<file path="config.mk">
export PLATFORM = sky130hd
export DESIGN_NAME = booth4_mult
export DESIGN_NICKNAME = d
export VERILOG_FILES = /design/src/rtl/booth4_pkg.sv /design/src/rtl/booth4_recode.sv /design/src/rtl/booth4_ppgen.sv /design/src/rtl/booth4_ctrl.sv /design/src/rtl/booth4_dp.sv /design/src/rtl/booth4_mult.sv
export SDC_FILE = /design/constraint.sdc
export NUM_CORES = 1
export LEC_CHECK = 0
export BUFFER_PORTS_ARGS = -buffer_cell sky130_fd_sc_hd__buf_2
export CAP_MARGIN = 40
export CORE_ASPECT_RATIO = 0.75
export CORE_UTILIZATION = 35
export CTS_CLUSTER_DIAMETER = 150
export DETAILED_ROUTE_END_ITERATION = 8
export GPL_TIMING_DRIVEN = 0
export PLACE_DENSITY_LB_ADDON = 0.12
export SLEW_MARGIN = 20
export SYNTH_ARGS = -nofsm -noshare
export SYNTH_HDL_FRONTEND = slang
export SYNTH_SLANG_ARGS = --single-unit
</file>
<file path="constraint.sdc">
create_clock -name clk -period 7.7 [get_ports clk]
set_clock_uncertainty 0.1 [all_clocks]
set_input_delay 0.77 -clock clk [delete_from_list [all_inputs] [get_ports clk]]
set_output_delay 0.77 -clock clk [all_outputs]
set_load 0.005 [all_outputs]
</file>
<file path="src/rtl/booth4_pkg.sv">
// Shared types for the radix-4 Booth multiplier.
// Assumes nothing beyond a synthesizable enum encoding.
package booth4_pkg;

    // Partial-product choice made by one recoded group.
    typedef enum logic [2:0] {
        PP_ZERO = 3'd0,
        PP_POS1 = 3'd1,
        PP_POS2 = 3'd2,
        PP_NEG1 = 3'd3,
        PP_NEG2 = 3'd4
    } pp_sel_e;

endpackage

</file>
<file path="src/rtl/booth4_recode.sv">
// Radix-4 recoder: maps a {hi, lo, right} bit triple onto one of five
// partial-product choices. Purely combinational; no assumptions.
module booth4_recode
    import booth4_pkg::*;
(
    input  logic [2:0] grp,
    output pp_sel_e    sel
);

    // Table lookup of the overlapping triple.
    always_comb begin
        case (grp)
            3'b001, 3'b010: sel = PP_POS1;
            3'b011:         sel = PP_POS2;
            3'b100:         sel = PP_NEG2;
            3'b101, 3'b110: sel = PP_NEG1;
            default:        sel = PP_ZERO;
        endcase
    end

endmodule

</file>
<file path="src/rtl/booth4_ppgen.sv">
// Partial-product generator: produces 0, +-M or +-2M, sign-extended to
// W+2 bits so that the accumulator add cannot overflow.
// Assumes mcand is a signed two's-complement value.
module booth4_ppgen
    import booth4_pkg::*;
#(
    parameter int W = 8
) (
    input  logic [W-1:0] mcand,
    input  pp_sel_e      sel,
    output logic [W+1:0] pp
);

    localparam int PW = W + 2;

    logic [PW-1:0] single_m;
    logic [PW-1:0] double_m;

    // Sign-extended M and M shifted left by one.
    always_comb begin
        single_m = {{2{mcand[W-1]}}, mcand};
        double_m = {mcand[W-1], mcand, 1'b0};
    end

    // Select and, where needed, negate the multiple.
    always_comb begin
        case (sel)
            PP_POS1: pp = single_m;
            PP_POS2: pp = double_m;
            PP_NEG1: pp = ~single_m + PW'(1);
            PP_NEG2: pp = ~double_m + PW'(1);
            default: pp = '0;
        endcase
    end

endmodule

</file>
<file path="src/rtl/booth4_ctrl.sv">
// Sequencer: accepts a request while idle, keeps the block busy for
// ITERS cycles, then pulses done. Requests while busy are dropped.
// Assumes ITERS >= 1.
module booth4_ctrl #(
    parameter int ITERS = 4
) (
    input  logic clk,
    input  logic rst_n,
    input  logic start,
    output logic accept,
    output logic busy,
    output logic done
);

    localparam int CW = (ITERS > 1) ? $clog2(ITERS) : 1;
    localparam logic [CW-1:0] LAST = CW'(ITERS - 1);

    logic [CW-1:0] iter_q;

    // A request counts only while idle.
    assign accept = start & ~busy;

    // Iteration counter, busy flag and completion pulse.
    always_ff @(posedge clk) begin
        if (!rst_n) begin
            iter_q <= '0;
            busy   <= 1'b0;
            done   <= 1'b0;
        end else begin
            done <= 1'b0;
            if (accept) begin
                iter_q <= '0;
                busy   <= 1'b1;
            end else if (busy) begin
                iter_q <= iter_q + CW'(1);
                if (iter_q == LAST) begin
                    busy <= 1'b0;
                    done <= 1'b1;
                end
            end
        end
    end

endmodule

</file>
<file path="src/rtl/booth4_dp.sv">
// Datapath: wide accumulator {hi, lo, right-bit}. On load it captures the
// operands; on each step it adds the recoded partial product into hi and
// shifts the whole accumulator right by two with sign extension.
// Assumes W is even.
module booth4_dp
    import booth4_pkg::*;
#(
    parameter int W = 8
) (
    input  logic           clk,
    input  logic           rst_n,
    input  logic           load,
    input  logic           step,
    input  logic [W-1:0]   mcand_in,
    input  logic [W-1:0]   mplier_in,
    output logic [2*W-1:0] product
);

    localparam int PW = W + 2;

    logic [PW-1:0] acc_hi;
    logic [W-1:0]  acc_lo;
    logic          right_q;
    logic [W-1:0]  mcand_q;

    pp_sel_e       sel;
    logic [PW-1:0] pp;
    logic [PW-1:0] sum;

    booth4_recode u_recode (
        .grp ({acc_lo[1:0], right_q}),
        .sel (sel)
    );

    booth4_ppgen #(.W(W)) u_ppgen (
        .mcand (mcand_q),
        .sel   (sel),
        .pp    (pp)
    );

    // Add the selected multiple into the upper half.
    assign sum = acc_hi + pp;

    // Load operands or perform one add-and-shift iteration.
    always_ff @(posedge clk) begin
        if (!rst_n) begin
            acc_hi  <= '0;
            acc_lo  <= '0;
            right_q <= 1'b0;
            mcand_q <= '0;
        end else if (load) begin
            acc_hi  <= '0;
            acc_lo  <= mplier_in;
            right_q <= 1'b0;
            mcand_q <= mcand_in;
        end else if (step) begin
            acc_hi  <= {{2{sum[PW-1]}}, sum[PW-1:2]};
            acc_lo  <= {sum[1:0], acc_lo[W-1:2]};
            right_q <= acc_lo[1];
        end
    end

    assign product = {acc_hi[W-1:0], acc_lo};

endmodule

</file>
<file path="src/rtl/booth4_mult.sv">
// Radix-4 Booth sequential signed multiplier, WIDTH/2 cycles per product.
// Assumes WIDTH is even and at least 2; operands are two's complement.
module booth4_mult #(
    parameter int WIDTH = 8
) (
    input  logic               clk,
    input  logic               rst_n,
    input  logic               start,
    input  logic [WIDTH-1:0]   multiplicand,
    input  logic [WIDTH-1:0]   multiplier,
    output logic [2*WIDTH-1:0] product,
    output logic               done
);

    localparam int ITERS = WIDTH / 2;

    logic accept;
    logic busy;

    booth4_ctrl #(.ITERS(ITERS)) u_ctrl (
        .clk    (clk),
        .rst_n  (rst_n),
        .start  (start),
        .accept (accept),
        .busy   (busy),
        .done   (done)
    );

    booth4_dp #(.W(WIDTH)) u_dp (
        .clk       (clk),
        .rst_n     (rst_n),
        .load      (accept),
        .step      (busy),
        .mcand_in  (multiplicand),
        .mplier_in (multiplier),
        .product   (product)
    );

endmodule

</file>
==> reports/summary.txt <==
==================================================================================
Max FO, Critical Path                                                           10
Synth Area in Simple Gates                                                  22.86%
Detailed-routing iteration count for the pre-antenna-repair pass                 4
Synthesized net count                                                          299
Placement Setup Slack                                                     4.062 ns
XOR/XNOR share of the synthesized area                                      4.082%
Maximum number of pins on one net before global-route repair                    11
Pins over their slew limit                                                       0
Root cell of the clock tree                                           sky130_fd_sc_hd__clkbuf_8
Async set or reset register ratio after synthesis                               0%
Die X-Extent                                                              92.41 um
Flip-flop and latch area                                                580.6 um^2
Capturing element type of the critical path                                   flop
Post-Route WL                                                             5.528 mm
Final count of negative-setup-slack endpoints                                    0
Proportion of synthesized area in mux cells                                 8.688%
Global route total overflow                                                      0
I/O pin count                                                                   36
Ys flop type                                                          sky130_fd_sc_hd__dfxtp_1
Combinational share of power                                                 27.0%
Final-report hold violation count                                                0
Overall routing resource usage                                              18.74%
Core region area                                                         5856 um^2
Placement-stage cell area                                                2419 um^2
Highest Clock Rate                                                       272.4 MHz
Vias in the first global route                                                1843
Flip-flop and latch count after synthesis                                       29
Final antenna-violating net count                                                0
Top library cells by usage in the layout, fill and taps aside         sky130_fd_sc_hd__nand2_1, sky130_fd_sc_hd__buf_2, sky130_fd_sc_hd__dfxtp_1
Launching element type of the critical path                                   flop
Average vias per placed instance                                             5.186
Peak supply drop                                                        0.07573 mV
Y dimension of the die                                                    69.81 um
Final Critical Period                                                     3.671 ns
Count of input and output buffers                                               35
Initial antenna violation count                                                  0
Buffer depth of the longest clock path                                           2
Share of final-layout standard cells stronger than drive strength 1         18.06%
First-iteration detailed-routing DRC count                                      94
Number of buffers created by CTS                                                 5
Final Net Count                                                                341
Wire length of the first global-routing pass                              9.466 mm
Fraction of the yosys area taken by sequential cells                        27.06%
Instance count after placement with tap cells included                         381
Placed wire-length estimate                                               4.280 mm
Area growth from synthesis to layout                                        16.91%
Outcome                                                               finished, final reports clean
Leading cell type in the layout, fill and taps excluded               sky130_fd_sc_hd__nand2_1
Number of resized instances in the post-cts repair step                          0
Yosys warnings                                                                   0
Min-delay worst type                                                  flop to flop
Multi-input combinational cell area                                      1431 um^2
Yosys cell types                                                                51
Average routed wire per standard cell                                     14.25 um
Clock transition at the registers of the reported paths                    0.07 ns
Number of fillers in the final layout                                          633
FP Rows                                                                         24
Relative max-transition margin                                              55.94%
RSZ-0062 raised after global routing                                            no
Summed negative setup slack over all endpoints                                0 ns
Worst path arrival time                                                    3.74 ns
Total non-filler cell area in the finished layout                        2509 um^2
Clock insertion delay at the later pin of the skew report                  0.28 ns
Post-Syn Area                                                            2146 um^2
Sinks on the clock net                                                          29
Number of maximum-capacitance constraint violations                              0
CTS tree                                                                     built
Final weighted congestion in routability-driven placement                   0.8122
Final cell count without fillers                                               388
Post-Route Utilization                                                      42.84%
Proportion of power drawn by flip-flops and latches                          40.7%
Share of power burned in the clock network                                   32.3%
Fin crit share                                                              47.68%
Worst-Margin Slew                                                        0.6595 ns
DRC violation count after routing                                                0
H-Tree Depth                                                                     2
Post-CTS setup buffer count                                                      0
Post-synthesis area per instance                                        8.007 um^2
Die ar.                                                                  6451 um^2
Fraction of the mapped netlist area in compound gates                       23.73%
Setup Crit Path Kind                                                  flop to flop
Leakage power                                                             1.102 nW
Setup slack after layout                                                  4.029 ns
Fraction of power spent switching nets                                      31.82%
Crit path required time                                                    7.77 ns
Starting density of the core                                                36.65%
Combinational family with the most area after synthesis               compound AO/OA/AOI/OAI gates
Diodes inserted                                                                  0
Number of synthesized flops with an enable pin                                   0
Overall via count from detail_route                                           2012
Hold buffer count at cts                                                         0
Net switching power figure                                             0.0001290 W
Area share of fa/ha/maj cells after synthesis                               7.347%
Internal power                                                         0.0002765 W
Count of mapped cells out of synthesis                                         268
Power density of the placed cells                                     161.6 nW/um^2
==================================================================================
-- worst max-delay path: stages, from the launching register on --
cell	delay, ns
sky130_fd_sc_hd__dfxtp_1	0.34
sky130_fd_sc_hd__clkbuf_1	0.31
sky130_fd_sc_hd__clkbuf_1	0.41
sky130_fd_sc_hd__clkbuf_1	0.39
sky130_fd_sc_hd__a221oi_1	0.13
sky130_fd_sc_hd__a31oi_1	0.23
sky130_fd_sc_hd__ha_1	0.31
sky130_fd_sc_hd__nor2b_1	0.14
sky130_fd_sc_hd__o21ai_0	0.23
sky130_fd_sc_hd__a21boi_0	0.20
sky130_fd_sc_hd__o21ai_0	0.28
sky130_fd_sc_hd__a2111oi_0	0.14
sky130_fd_sc_hd__a311o_1	0.33
-- synth_stat cells (3+ instances only) --
cell / instances / area, um^2
sky130_fd_sc_hd__dfxtp_1: 29 / 580.6
sky130_fd_sc_hd__and2_1: 5 / 31.28
sky130_fd_sc_hd__nand2_1: 39 / 146.4
sky130_fd_sc_hd__o21ai_0: 11 / 55.05
sky130_fd_sc_hd__mux2_2: 3 / 33.78
sky130_fd_sc_hd__ha_1: 11 / 137.6
sky130_fd_sc_hd__nor3_1: 5 / 25.02
sky130_fd_sc_hd__a211oi_1: 3 / 22.52
sky130_fd_sc_hd__a2111oi_0: 3 / 26.28
sky130_fd_sc_hd__nor2_1: 15 / 56.30
sky130_fd_sc_hd__nand3_1: 7 / 35.03
sky130_fd_sc_hd__a21o_1: 3 / 22.52
sky130_fd_sc_hd__a21oi_1: 15 / 75.07
sky130_fd_sc_hd__mux2i_1: 13 / 130.1
sky130_fd_sc_hd__nor3b_1: 7 / 52.55
sky130_fd_sc_hd__inv_1: 12 / 45.04
sky130_fd_sc_hd__o211a_1: 6 / 60.06
sky130_fd_sc_hd__nor2b_1: 9 / 56.30
sky130_fd_sc_hd__xnor2_1: 9 / 78.83
sky130_fd_sc_hd__clkbuf_1: 15 / 56.30
sky130_fd_sc_hd__a21boi_0: 10 / 75.07
-- per-layer routing --
metal	vias up	GRT usage [%]	wire [um]
met5	-	0	0
met1	927	30.19	3139
met4	0	3.646	30
met2	43	24.77	2083
li1	1040	-	-
met3	2	3.947	274
-- final timing paths --
path	from	to	slack (ns)	cells past startpoint
hold reg to reg	u_ctrl.iter_q[1]$_SDFFE_PP0P_	u_ctrl.iter_q[1]$_SDFFE_PP0P_	0.40	2
hold / removal	u_ctrl.iter_q[1]$_SDFFE_PP0P_	u_ctrl.iter_q[1]$_SDFFE_PP0P_	0.40	2
setup / recovery	u_dp.acc_lo[0]$_SDFFE_PN0P_	u_dp.acc_hi[4]$_SDFFE_PP0P_	4.03	12
setup reg to reg	u_dp.acc_lo[0]$_SDFFE_PN0P_	u_dp.acc_hi[4]$_SDFFE_PP0P_	4.03	12
-- state kept, by name, summed over array words and instances (netlist names) --
signal / cells
u_ctrl.busy: 1
u_ctrl.done: 1
u_ctrl.iter_q: 2
u_dp.acc_hi: 8
u_dp.acc_lo: 8
u_dp.mcand_q: 8
u_dp.right_q: 1
-- area by class of cell --
class	instances	share of cell area, %
buffer	20	3.541
clock buffer	6	3.292
clock inverter	1	0.2993
inverter	12	1.796
multi-input combinational	207	57.06
sequential	29	23.14
tap	78	3.890
timing repair buffer	35	6.983
-- per-stage QoR --
stage / total power (W) / hold slack (ns)
global placement: 0.0002774 / 0.3842
finish: 0.0004055 / 0.4000
CTS: 0.0004097 / 0.4058
floorplan: 0.0002470 / 0.3646
detailed placement: 0.0002771 / 0.3890
global route: 0.0004320 / 0.4407
-- cells by family after synthesis --
kind of cell	Yosys count
AND/OR/NAND/NOR	97
adder cells (fa/ha/maj)	12
buffers and inverters	32
flip-flops	29
AO/OA/AOI/OAI	71
XOR/XNOR	10
multiplexers	17
-- power groups by stage --
stage                     combinational (W)  clock [W]  sequential [W]
after floorplan                   0.0000800          0        0.000167
after global placement             0.000109          0        0.000168
after detailed placement           0.000109          0        0.000168
after CTS                          0.000109   0.000136        0.000165
after global routing               0.000123   0.000142        0.000166
final                              0.000109   0.000131        0.000165
Power figures use the tool's default switching activity.
